**src/rtl/mbx_pkg.sv**
```systemverilog
package mbx_pkg;

  // Sequencer phases: waiting for a byte, or driving the register bus.
  typedef enum logic [2:0] {
    PH_IDLE   = 3'd0,
    PH_RD_IDX = 3'd1,
    PH_WR_IDX = 3'd2,
    PH_WR_VAL = 3'd3,
    PH_BUS_RD = 3'd4,
    PH_BUS_WR = 3'd5
  } phase_t;

  // Host byte offsets.
  localparam int unsigned OFS_DATA = 'h0;
  localparam int unsigned OFS_CTRL = 'h4;
  localparam int unsigned OFS_ICTL = 'h8;

  // Low nibble of the status byte: {last_cmd, 0, in_full, out_full}.
  function automatic logic [3:0] pack_status(input logic out_full,
                                             input logic in_full,
                                             input logic last_cmd);
    return {last_cmd, 1'b0, in_full, out_full};
  endfunction

  function automatic phase_t decode_cmd(input logic is_rd, input logic is_wr);
    if (is_rd) return PH_RD_IDX;
    if (is_wr) return PH_WR_IDX;
    return PH_IDLE;
  endfunction

  function automatic phase_t phase_after_data(input phase_t p);
    case (p)
      PH_RD_IDX: return PH_BUS_RD;
      PH_WR_IDX: return PH_WR_VAL;
      PH_WR_VAL: return PH_BUS_WR;
      default:   return PH_IDLE;
    endcase
  endfunction

  function automatic logic phase_takes_byte(input phase_t p);
    return (p == PH_IDLE) || (p == PH_RD_IDX) || (p == PH_WR_IDX) || (p == PH_WR_VAL);
  endfunction

  function automatic logic phase_on_bus(input phase_t p);
    return (p == PH_BUS_RD) || (p == PH_BUS_WR);
  endfunction

endpackage

```
**src/rtl/mbx_host_port.sv**
```systemverilog
module mbx_host_port
  import mbx_pkg::*;
#(
  parameter int unsigned ADDR_W = 4,
  parameter int unsigned DATA_W = 8
) (
  input  logic              clk,
  input  logic              rst_n,
  input  logic [ADDR_W-1:0] host_addr,
  input  logic              host_wr,
  input  logic              host_rd,
  input  logic [DATA_W-1:0] host_wdata,
  output logic [DATA_W-1:0] host_rdata,
  input  logic              take,
  input  logic              out_full,
  input  logic [DATA_W-1:0] out_byte,
  output logic              in_full,
  output logic [DATA_W-1:0] in_byte,
  output logic              in_is_cmd,
  output logic              data_pop
);

  localparam logic [ADDR_W-1:0] A_DATA = ADDR_W'(OFS_DATA);
  localparam logic [ADDR_W-1:0] A_CTRL = ADDR_W'(OFS_CTRL);
  localparam logic [ADDR_W-1:0] A_ICTL = ADDR_W'(OFS_ICTL);
  localparam int unsigned PAD_W = DATA_W - 4;

  logic sel_data, sel_ctrl, sel_ictl;
  logic wr_accept;
  logic last_cmd_q;
  logic [DATA_W-1:0] ictl_q;

  assign sel_data  = (host_addr == A_DATA);
  assign sel_ctrl  = (host_addr == A_CTRL);
  assign sel_ictl  = (host_addr == A_ICTL);
  assign wr_accept = host_wr && (sel_data || sel_ctrl) && !in_full;
  assign data_pop  = host_rd && sel_data;

  always_ff @(posedge clk or negedge rst_n) begin
    if (!rst_n) begin
      in_full    <= 1'b0;
      in_byte    <= '0;
      in_is_cmd  <= 1'b0;
      last_cmd_q <= 1'b0;
    end else if (wr_accept) begin
      in_full    <= 1'b1;
      in_byte    <= host_wdata;
      in_is_cmd  <= sel_ctrl;
      last_cmd_q <= sel_ctrl;
    end else if (take) begin
      in_full    <= 1'b0;
    end
  end

  always_ff @(posedge clk or negedge rst_n) begin
    if (!rst_n) ictl_q <= '0;
    else if (host_wr && sel_ictl) ictl_q <= host_wdata;
  end

  always_comb begin
    host_rdata = '0;
    if (sel_data)      host_rdata = out_byte;
    else if (sel_ctrl) host_rdata = {{PAD_W{1'b0}}, pack_status(out_full, in_full, last_cmd_q)};
    else if (sel_ictl) host_rdata = ictl_q;
  end


  take_has_byte_chk: assert property (@(posedge clk) disable iff (!rst_n)
    take |-> in_full);


  byte_waits_chk: assert property (@(posedge clk) disable iff (!rst_n)
    (in_full && !take) |=> (in_full && $stable(in_byte) && $stable(in_is_cmd)));

endmodule

```
**src/rtl/mbx_outbuf.sv**
```systemverilog
module mbx_outbuf #(
  parameter int unsigned DATA_W = 8
) (
  input  logic              clk,
  input  logic              rst_n,
  input  logic              load,
  input  logic [DATA_W-1:0] load_data,
  input  logic              flush,
  input  logic              pop,
  output logic              out_full,
  output logic [DATA_W-1:0] out_byte
);

  always_ff @(posedge clk or negedge rst_n) begin
    if (!rst_n) begin
      out_full <= 1'b0;
      out_byte <= '0;
    end else if (load) begin
      out_full <= 1'b1;
      out_byte <= load_data;
    end else if (flush || pop) begin
      out_full <= 1'b0;
    end
  end


  pop_clears_chk: assert property (@(posedge clk) disable iff (!rst_n)
    (pop && !load) |=> !out_full);

endmodule

```
**src/rtl/mbx_seq.sv**
```systemverilog
module mbx_seq
  import mbx_pkg::*;
#(
  parameter int unsigned DATA_W = 8,
  parameter int unsigned IDX_W  = 8,
  parameter int unsigned CMD_RD = 'h80,
  parameter int unsigned CMD_WR = 'h81
) (
  input  logic              clk,
  input  logic              rst_n,
  input  logic              in_full,
  input  logic [DATA_W-1:0] in_byte,
  input  logic              in_is_cmd,
  output logic              take,
  output logic              flush,
  output logic              reg_req,
  output logic              reg_we,
  output logic [IDX_W-1:0]  reg_idx,
  output logic [DATA_W-1:0] reg_wdata,
  input  logic [DATA_W-1:0] reg_rdata,
  input  logic              reg_ack,
  output logic              load,
  output logic [DATA_W-1:0] load_data
);

  localparam logic [DATA_W-1:0] RD_CODE = DATA_W'(CMD_RD);
  localparam logic [DATA_W-1:0] WR_CODE = DATA_W'(CMD_WR);

  phase_t phase_q, phase_d;
  logic [IDX_W-1:0]  idx_q, idx_d;
  logic [DATA_W-1:0] val_q, val_d;
  logic is_rd, is_wr, bad_cmd, bus_done, take_data;

  assign take      = in_full && phase_takes_byte(phase_q);
  assign flush     = take && in_is_cmd;
  assign take_data = take && !in_is_cmd;
  assign is_rd     = (in_byte == RD_CODE);
  assign is_wr     = (in_byte == WR_CODE);
  assign bad_cmd   = flush && !is_rd && !is_wr;
  assign bus_done  = reg_ack && phase_on_bus(phase_q);

  always_comb begin
    phase_d = phase_q;
    idx_d   = idx_q;
    val_d   = val_q;
    if (flush) begin
      phase_d = decode_cmd(is_rd, is_wr);
    end else if (take_data) begin
      phase_d = phase_after_data(phase_q);
      if (phase_q == PH_RD_IDX || phase_q == PH_WR_IDX) idx_d = in_byte[IDX_W-1:0];
      if (phase_q == PH_WR_VAL) val_d = in_byte;
    end else if (bus_done) begin
      phase_d = PH_IDLE;
    end
  end

  always_ff @(posedge clk or negedge rst_n) begin
    if (!rst_n) begin
      phase_q <= PH_IDLE;
      idx_q   <= '0;
      val_q   <= '0;
    end else begin
      phase_q <= phase_d;
      idx_q   <= idx_d;
      val_q   <= val_d;
    end
  end

  assign reg_req   = phase_on_bus(phase_q);
  assign reg_we    = (phase_q == PH_BUS_WR);
  assign reg_idx   = idx_q;
  assign reg_wdata = val_q;
  assign load      = bus_done && (phase_q == PH_BUS_RD);
  assign load_data = reg_rdata;


  bus_hold_chk: assert property (@(posedge clk) disable iff (!rst_n)
    (reg_req && !reg_ack) |=> (reg_req && $stable(reg_idx) && $stable(reg_we) && $stable(reg_wdata)));


  bus_release_chk: assert property (@(posedge clk) disable iff (!rst_n)
    (reg_req && reg_ack) |=> !reg_req);


  bad_cmd_idle_chk: assert property (@(posedge clk) disable iff (!rst_n)
    bad_cmd |=> (phase_q == PH_IDLE));


  stray_data_chk: assert property (@(posedge clk) disable iff (!rst_n)
    (take_data && phase_q == PH_IDLE) |=> !reg_req);

endmodule

```
**src/rtl/ind_reg_mailbox.sv**
```systemverilog
module ind_reg_mailbox #(
  parameter int unsigned ADDR_W = 4,
  parameter int unsigned DATA_W = 8,
  parameter int unsigned IDX_W  = 8,
  parameter int unsigned CMD_RD = 'h80,
  parameter int unsigned CMD_WR = 'h81
) (
  input  logic              clk,
  input  logic              rst_n,
  input  logic [ADDR_W-1:0] host_addr,
  input  logic              host_wr,
  input  logic              host_rd,
  input  logic [DATA_W-1:0] host_wdata,
  output logic [DATA_W-1:0] host_rdata,
  output logic              reg_req,
  output logic              reg_we,
  output logic [IDX_W-1:0]  reg_idx,
  output logic [DATA_W-1:0] reg_wdata,
  input  logic [DATA_W-1:0] reg_rdata,
  input  logic              reg_ack
);

  logic              in_full, in_is_cmd, take, flush, data_pop;
  logic [DATA_W-1:0] in_byte;
  logic              out_full, load;
  logic [DATA_W-1:0] out_byte, load_data;

  mbx_host_port #(.ADDR_W(ADDR_W), .DATA_W(DATA_W)) u_port (
    .clk(clk), .rst_n(rst_n),
    .host_addr(host_addr), .host_wr(host_wr), .host_rd(host_rd),
    .host_wdata(host_wdata), .host_rdata(host_rdata),
    .take(take), .out_full(out_full), .out_byte(out_byte),
    .in_full(in_full), .in_byte(in_byte), .in_is_cmd(in_is_cmd),
    .data_pop(data_pop)
  );

  mbx_seq #(.DATA_W(DATA_W), .IDX_W(IDX_W), .CMD_RD(CMD_RD), .CMD_WR(CMD_WR)) u_seq (
    .clk(clk), .rst_n(rst_n),
    .in_full(in_full), .in_byte(in_byte), .in_is_cmd(in_is_cmd),
    .take(take), .flush(flush),
    .reg_req(reg_req), .reg_we(reg_we), .reg_idx(reg_idx), .reg_wdata(reg_wdata),
    .reg_rdata(reg_rdata), .reg_ack(reg_ack),
    .load(load), .load_data(load_data)
  );

  mbx_outbuf #(.DATA_W(DATA_W)) u_out (
    .clk(clk), .rst_n(rst_n),
    .load(load), .load_data(load_data),
    .flush(flush), .pop(data_pop),
    .out_full(out_full), .out_byte(out_byte)
  );


  no_stale_out_chk: assert property (@(posedge clk) disable iff (!rst_n)
    reg_req |-> !out_full);


  out_source_chk: assert property (@(posedge clk) disable iff (!rst_n)
    $rose(out_full) |-> ($past(reg_ack) && !$past(reg_we) && $past(reg_req)));


  cmd_flushes_chk: assert property (@(posedge clk) disable iff (!rst_n)
    flush |=> !out_full);

endmodule

```
**config.mk**
```make
export PLATFORM = sky130hd
export DESIGN_NAME = ind_reg_mailbox
export DESIGN_NICKNAME = d
export VERILOG_FILES = /design/src/rtl/mbx_pkg.sv /design/src/rtl/mbx_host_port.sv /design/src/rtl/mbx_outbuf.sv /design/src/rtl/mbx_seq.sv /design/src/rtl/ind_reg_mailbox.sv
export SDC_FILE = /design/constraint.sdc
export NUM_CORES = 1
export LEC_CHECK = 0
export ABC_AREA = 1
export BUFFER_PORTS_ARGS = -buffer_cell sky130_fd_sc_hd__clkbuf_2
export CAP_MARGIN = 20
export CORE_MARGIN = 8
export CORE_UTILIZATION = 58
export CTS_CLUSTER_DIAMETER = 40
export DETAILED_ROUTE_END_ITERATION = 10
export PLACE_DENSITY = 0.85
export SYNTH_ARGS = -nofsm -noshare
export SYNTH_HDL_FRONTEND = slang
export SYNTH_HIERARCHICAL = 1
export SYNTH_SLANG_ARGS = --single-unit
export TNS_END_PERCENT = 100
```
**constraint.sdc**
```tcl
create_clock -name clk -period 1.75 [get_ports clk]
set_input_delay 0.0875 -clock clk [delete_from_list [all_inputs] [get_ports clk]]
set_output_delay 0.0875 -clock clk [all_outputs]
set_load 0.01 [all_outputs]
```
==> results by group <==
Floorplan
  – Core ar.: 3914 um2
  – Num ports: 51
  – Num rows: 23
  – Die Area: 6236 um2
  – Die X: about 79 um
  – Starting Density: 58.76%
  – Die Y: 78.97 um

Clock network
  – TritonCTS buffer count: 5
  – Root Driver: clkbuf_8
  – CTS sink cnt: 46
  – Later-pin clock latency in the skew report: 300 ps
  – CTS tree: built
  – CTS clk-pin slew, worst paths: 90 ps
  – Longest Clk Path Bufs: 2
  – H-tree Lvls: 2

Job
  – Maxcap violations: 0

Synth
  – Syn nets: slightly below 300
  – Sequential share of the synthesized area: 50.05%
  – Netlist Area Pre-Place: ~2300 um2
  – Synthesized area per cell: 8.455 um2
  – FF+latch count, synth: 46
  – Synth Warn #: 6
  – Synth cell types: 21
  – Post-synthesis cell count: 272

Worst setup path
  – R2r setup slk: 290 ps
  – Critical Path AT: 1650 ps
  – Worst setup SP type: register
  – Worst-path cell chain: nand2_4, nor2_8, nand2_2, nand2_1, o21ai_2
  – Max incr delay on CP: 560 ps
  – Kind of critical path: register to register
  – Slowest CP cell: dfrtp_1
  – R2R Path End: u_seq/reg_wdata[4]
  – Worst Setup End Kind: register
  – Worst path required time: 1930 ps
  – R2r startpoint: u_port/in_full
  – Critical path fanouts, max: 15
  – CP delay by family, top: simple AND/OR/NAND/NOR gates
  – Worst path bufs/invs: 0
  – Reg2reg path depth: 5

Cells and area
  – Filler Cell Count: 326
  – Layout cells sized above 1: 26.23%
  – P&R area growth vs syn: 16.97%
  – Most frequent cells in the layout: 103 x nand2_1, 50 x clkbuf_2, 46 x dfrtp_1
  – Most common cell after layout, fill and taps aside: nand2_1
  – Diode count: 0
  – Final instance area: about 2700 um2
  – Nets: 348
  – Final Non-Filler Cells: 374

Pwr
  – Clock share of power: 24.4%
  – Sw Ratio: 35.62%
  – P_int: 2106 uW
  – Maximum vdd ir drop: 651.3 uV
  – Switching power: roughly 1200 uW
  – PwrDens: 1216 nW/um2
  – Seq pwr share: 49.1%
  – Combinational Power Share: 26.5%
  – Leakage: 0.001492 uW

STA
  – Final Hold Viols: 0
  – Max-slew headroom: 62.31%
  – Minimum clock period: 1464 ps
  – Skew final: around 5.4 ps
  – Final setup vio count: 0
  – Fmax: between 600 and 700 MHz
  – PnR worst setup slack: 285.5 ps
  – RSZ-0062 raised after global routing: false
  – Worst-Margin Slew: 565.3 ps
  – Crit share post-route: ~84%
  – Final Max Tran Viols: 0
  – Setup TNS: 0 ps
  – Final hold slack: 36.18 ps

Detailed routing
  – DRT antenna net count: 0
  – DRT Pass-1 Iters: 4
  – Drt drc: 0
  – Vias per cell: between 5 and 6
  – DR iter-0 viols: 133
  – Drt total wl: 4798 um
  – Routed len/inst: 12.83 um
  – Vias: 1925

Min path
  – Hold worst-path end: u_port/in_byte[3]
  – Hold path depth: 3
  – Worst min path class: input pin to register
  – HP Start: host_wdata[3]

Global routing
  – All-Layer GR Usage: 16.24%
  – First-pass GRT wire length: 8286 um
  – Global route overflow: 0
  – Largest net degree at the start of global routing: between 40 and 50
  – Initial antenna violation count: 0
  – Vias in the first global route: 1912

Placed design
  – DP HPWL: 3558 um
  – I/O Buffers: 50
  – Final GP Congestion: 0.8033
  – Placed inst area: 2486 um2
  – Placed Cells: ~360
  – Post-place setup slack: 299.0 ps

Status
  – Status: finished, final reports clean
==> cells by family (layout without fill, tap and decap cells) <==
kind of cell | after synthesis | after routing | synth area share, %
AOI/OAI and AO/OA | 7 | 7 | 2.502
buffers and inverters | 35 | 87 | 9.249
DFF | 46 | 46 | 50.05
and+or+nand+nor | 184 | 184 | 38.19
==> metrics by stage <==
step / power [uW] / utilization, %
5_1_grt: 3510 / 68.73
2_1_floorplan: 2215 / -
3_5_place_dp: 2489 / 63.52
6_report: 3271 / 68.73
4_1_cts: 3300 / 68.73
3_3_place_gp: 2439 / 63.52
==> cells in the mapped netlist <==
master / n / area (um2)
nand2_2: 5 / 31.28
nor2_1: 9 / 33.78
inv_1: 13 / 48.80
nor2_4: 2 / 22.52
and3_1: 1 / 6.260
nand3_2: 1 / 10.01
buf_6: 5 / 56.30
nor3_1: 1 / 5.000
o21ai_0: 1 / 5.000
nor2_8: 2 / 40.04
buf_2: 2 / 10.01
dfrtp_1: 46 / 1151
nand4_1: 17 / 106.4
nand2_4: 1 / 11.26
nor2_2: 2 / 12.51
nand3_4: 1 / 17.52
buf_4: 11 / 82.58
inv_2: 4 / 15.01
o21ai_2: 6 / 52.55
nand3_1: 39 / 195.2
nand2_1: 103 / 386.6
==> timing repair <==
| action | 4_1_cts | 5_1_grt |
|---|---|---|
| buffers inserted | 0 | 0 |
| hold buffers | 9 | 0 |
| gates resized for setup | 0 | 0 |
| hold endpoints to repair | 54 | 0 |
==> power by group through the flow <==
stage	Combinational, uW	Sequential, uW	Clock [uW]
after detailed placement	864	1630	0
after global placement	829	1610	0
after floorplan	609	1610	0
final	867	1610	797
after global routing	1010	1650	850
after CTS	879	1610	815
==> per-layer routing <==
metal  vias to the layer above  share of wire [%]  GRT usage (%)
met3                         4                8.0          6.772
met4                         0               0.67          3.333
met5                         -                  0              0
met2                        51                 51          27.94
met1                       896                 41          18.40
li1                        974                  -              -
==> cell type report <==
cell class | count | area (um2) | share of cell area [%]
clock inverters | 3 | 45.04 | 1.674
clock buffers | 5 | 68.82 | 2.558
multi-input cells | 191 | 935.9 | 34.79
flip-flops and latches | 46 | 1151 | 42.79
well taps | 50 | 62.56 | 2.326
repair buffers | 62 | 362.8 | 13.49
inverters | 17 | 63.81 | 2.372
==> worst register-to-register path, stage by stage, from the launching register on <==
cell	delay [ps]
dfrtp_1	560
nand2_4	130
nor2_8	210
nand2_2	250
nand2_1	150
o21ai_2	60
==> worst max path at each step <==
stage,startpoint,end,depth (start not counted)
5_1_grt,u_port/in_full,u_seq/reg_wdata[4],5
3_3_place_gp,u_port/in_full,u_seq/reg_wdata[4],5
2_1_floorplan,u_seq/phase_q[2],u_out/out_byte[0],8
3_5_place_dp,u_port/in_full,u_seq/reg_wdata[4],5
6_report,u_port/in_full,u_seq/reg_wdata[4],5
4_1_cts,u_port/in_full,u_seq/reg_wdata[4],5
==> sequential cells by signal, indices dropped and copies added (netlist names) <==
name and flops:
u_port/in_byte 8, u_seq/phase_q 3, u_seq/reg_idx 8, u_out/out_full 1
u_port/in_full 1, u_port/ictl_q 8, u_seq/reg_wdata 8, u_out/out_byte 8
u_port/last_cmd_q 1
(Power assumes the default switching activity.)
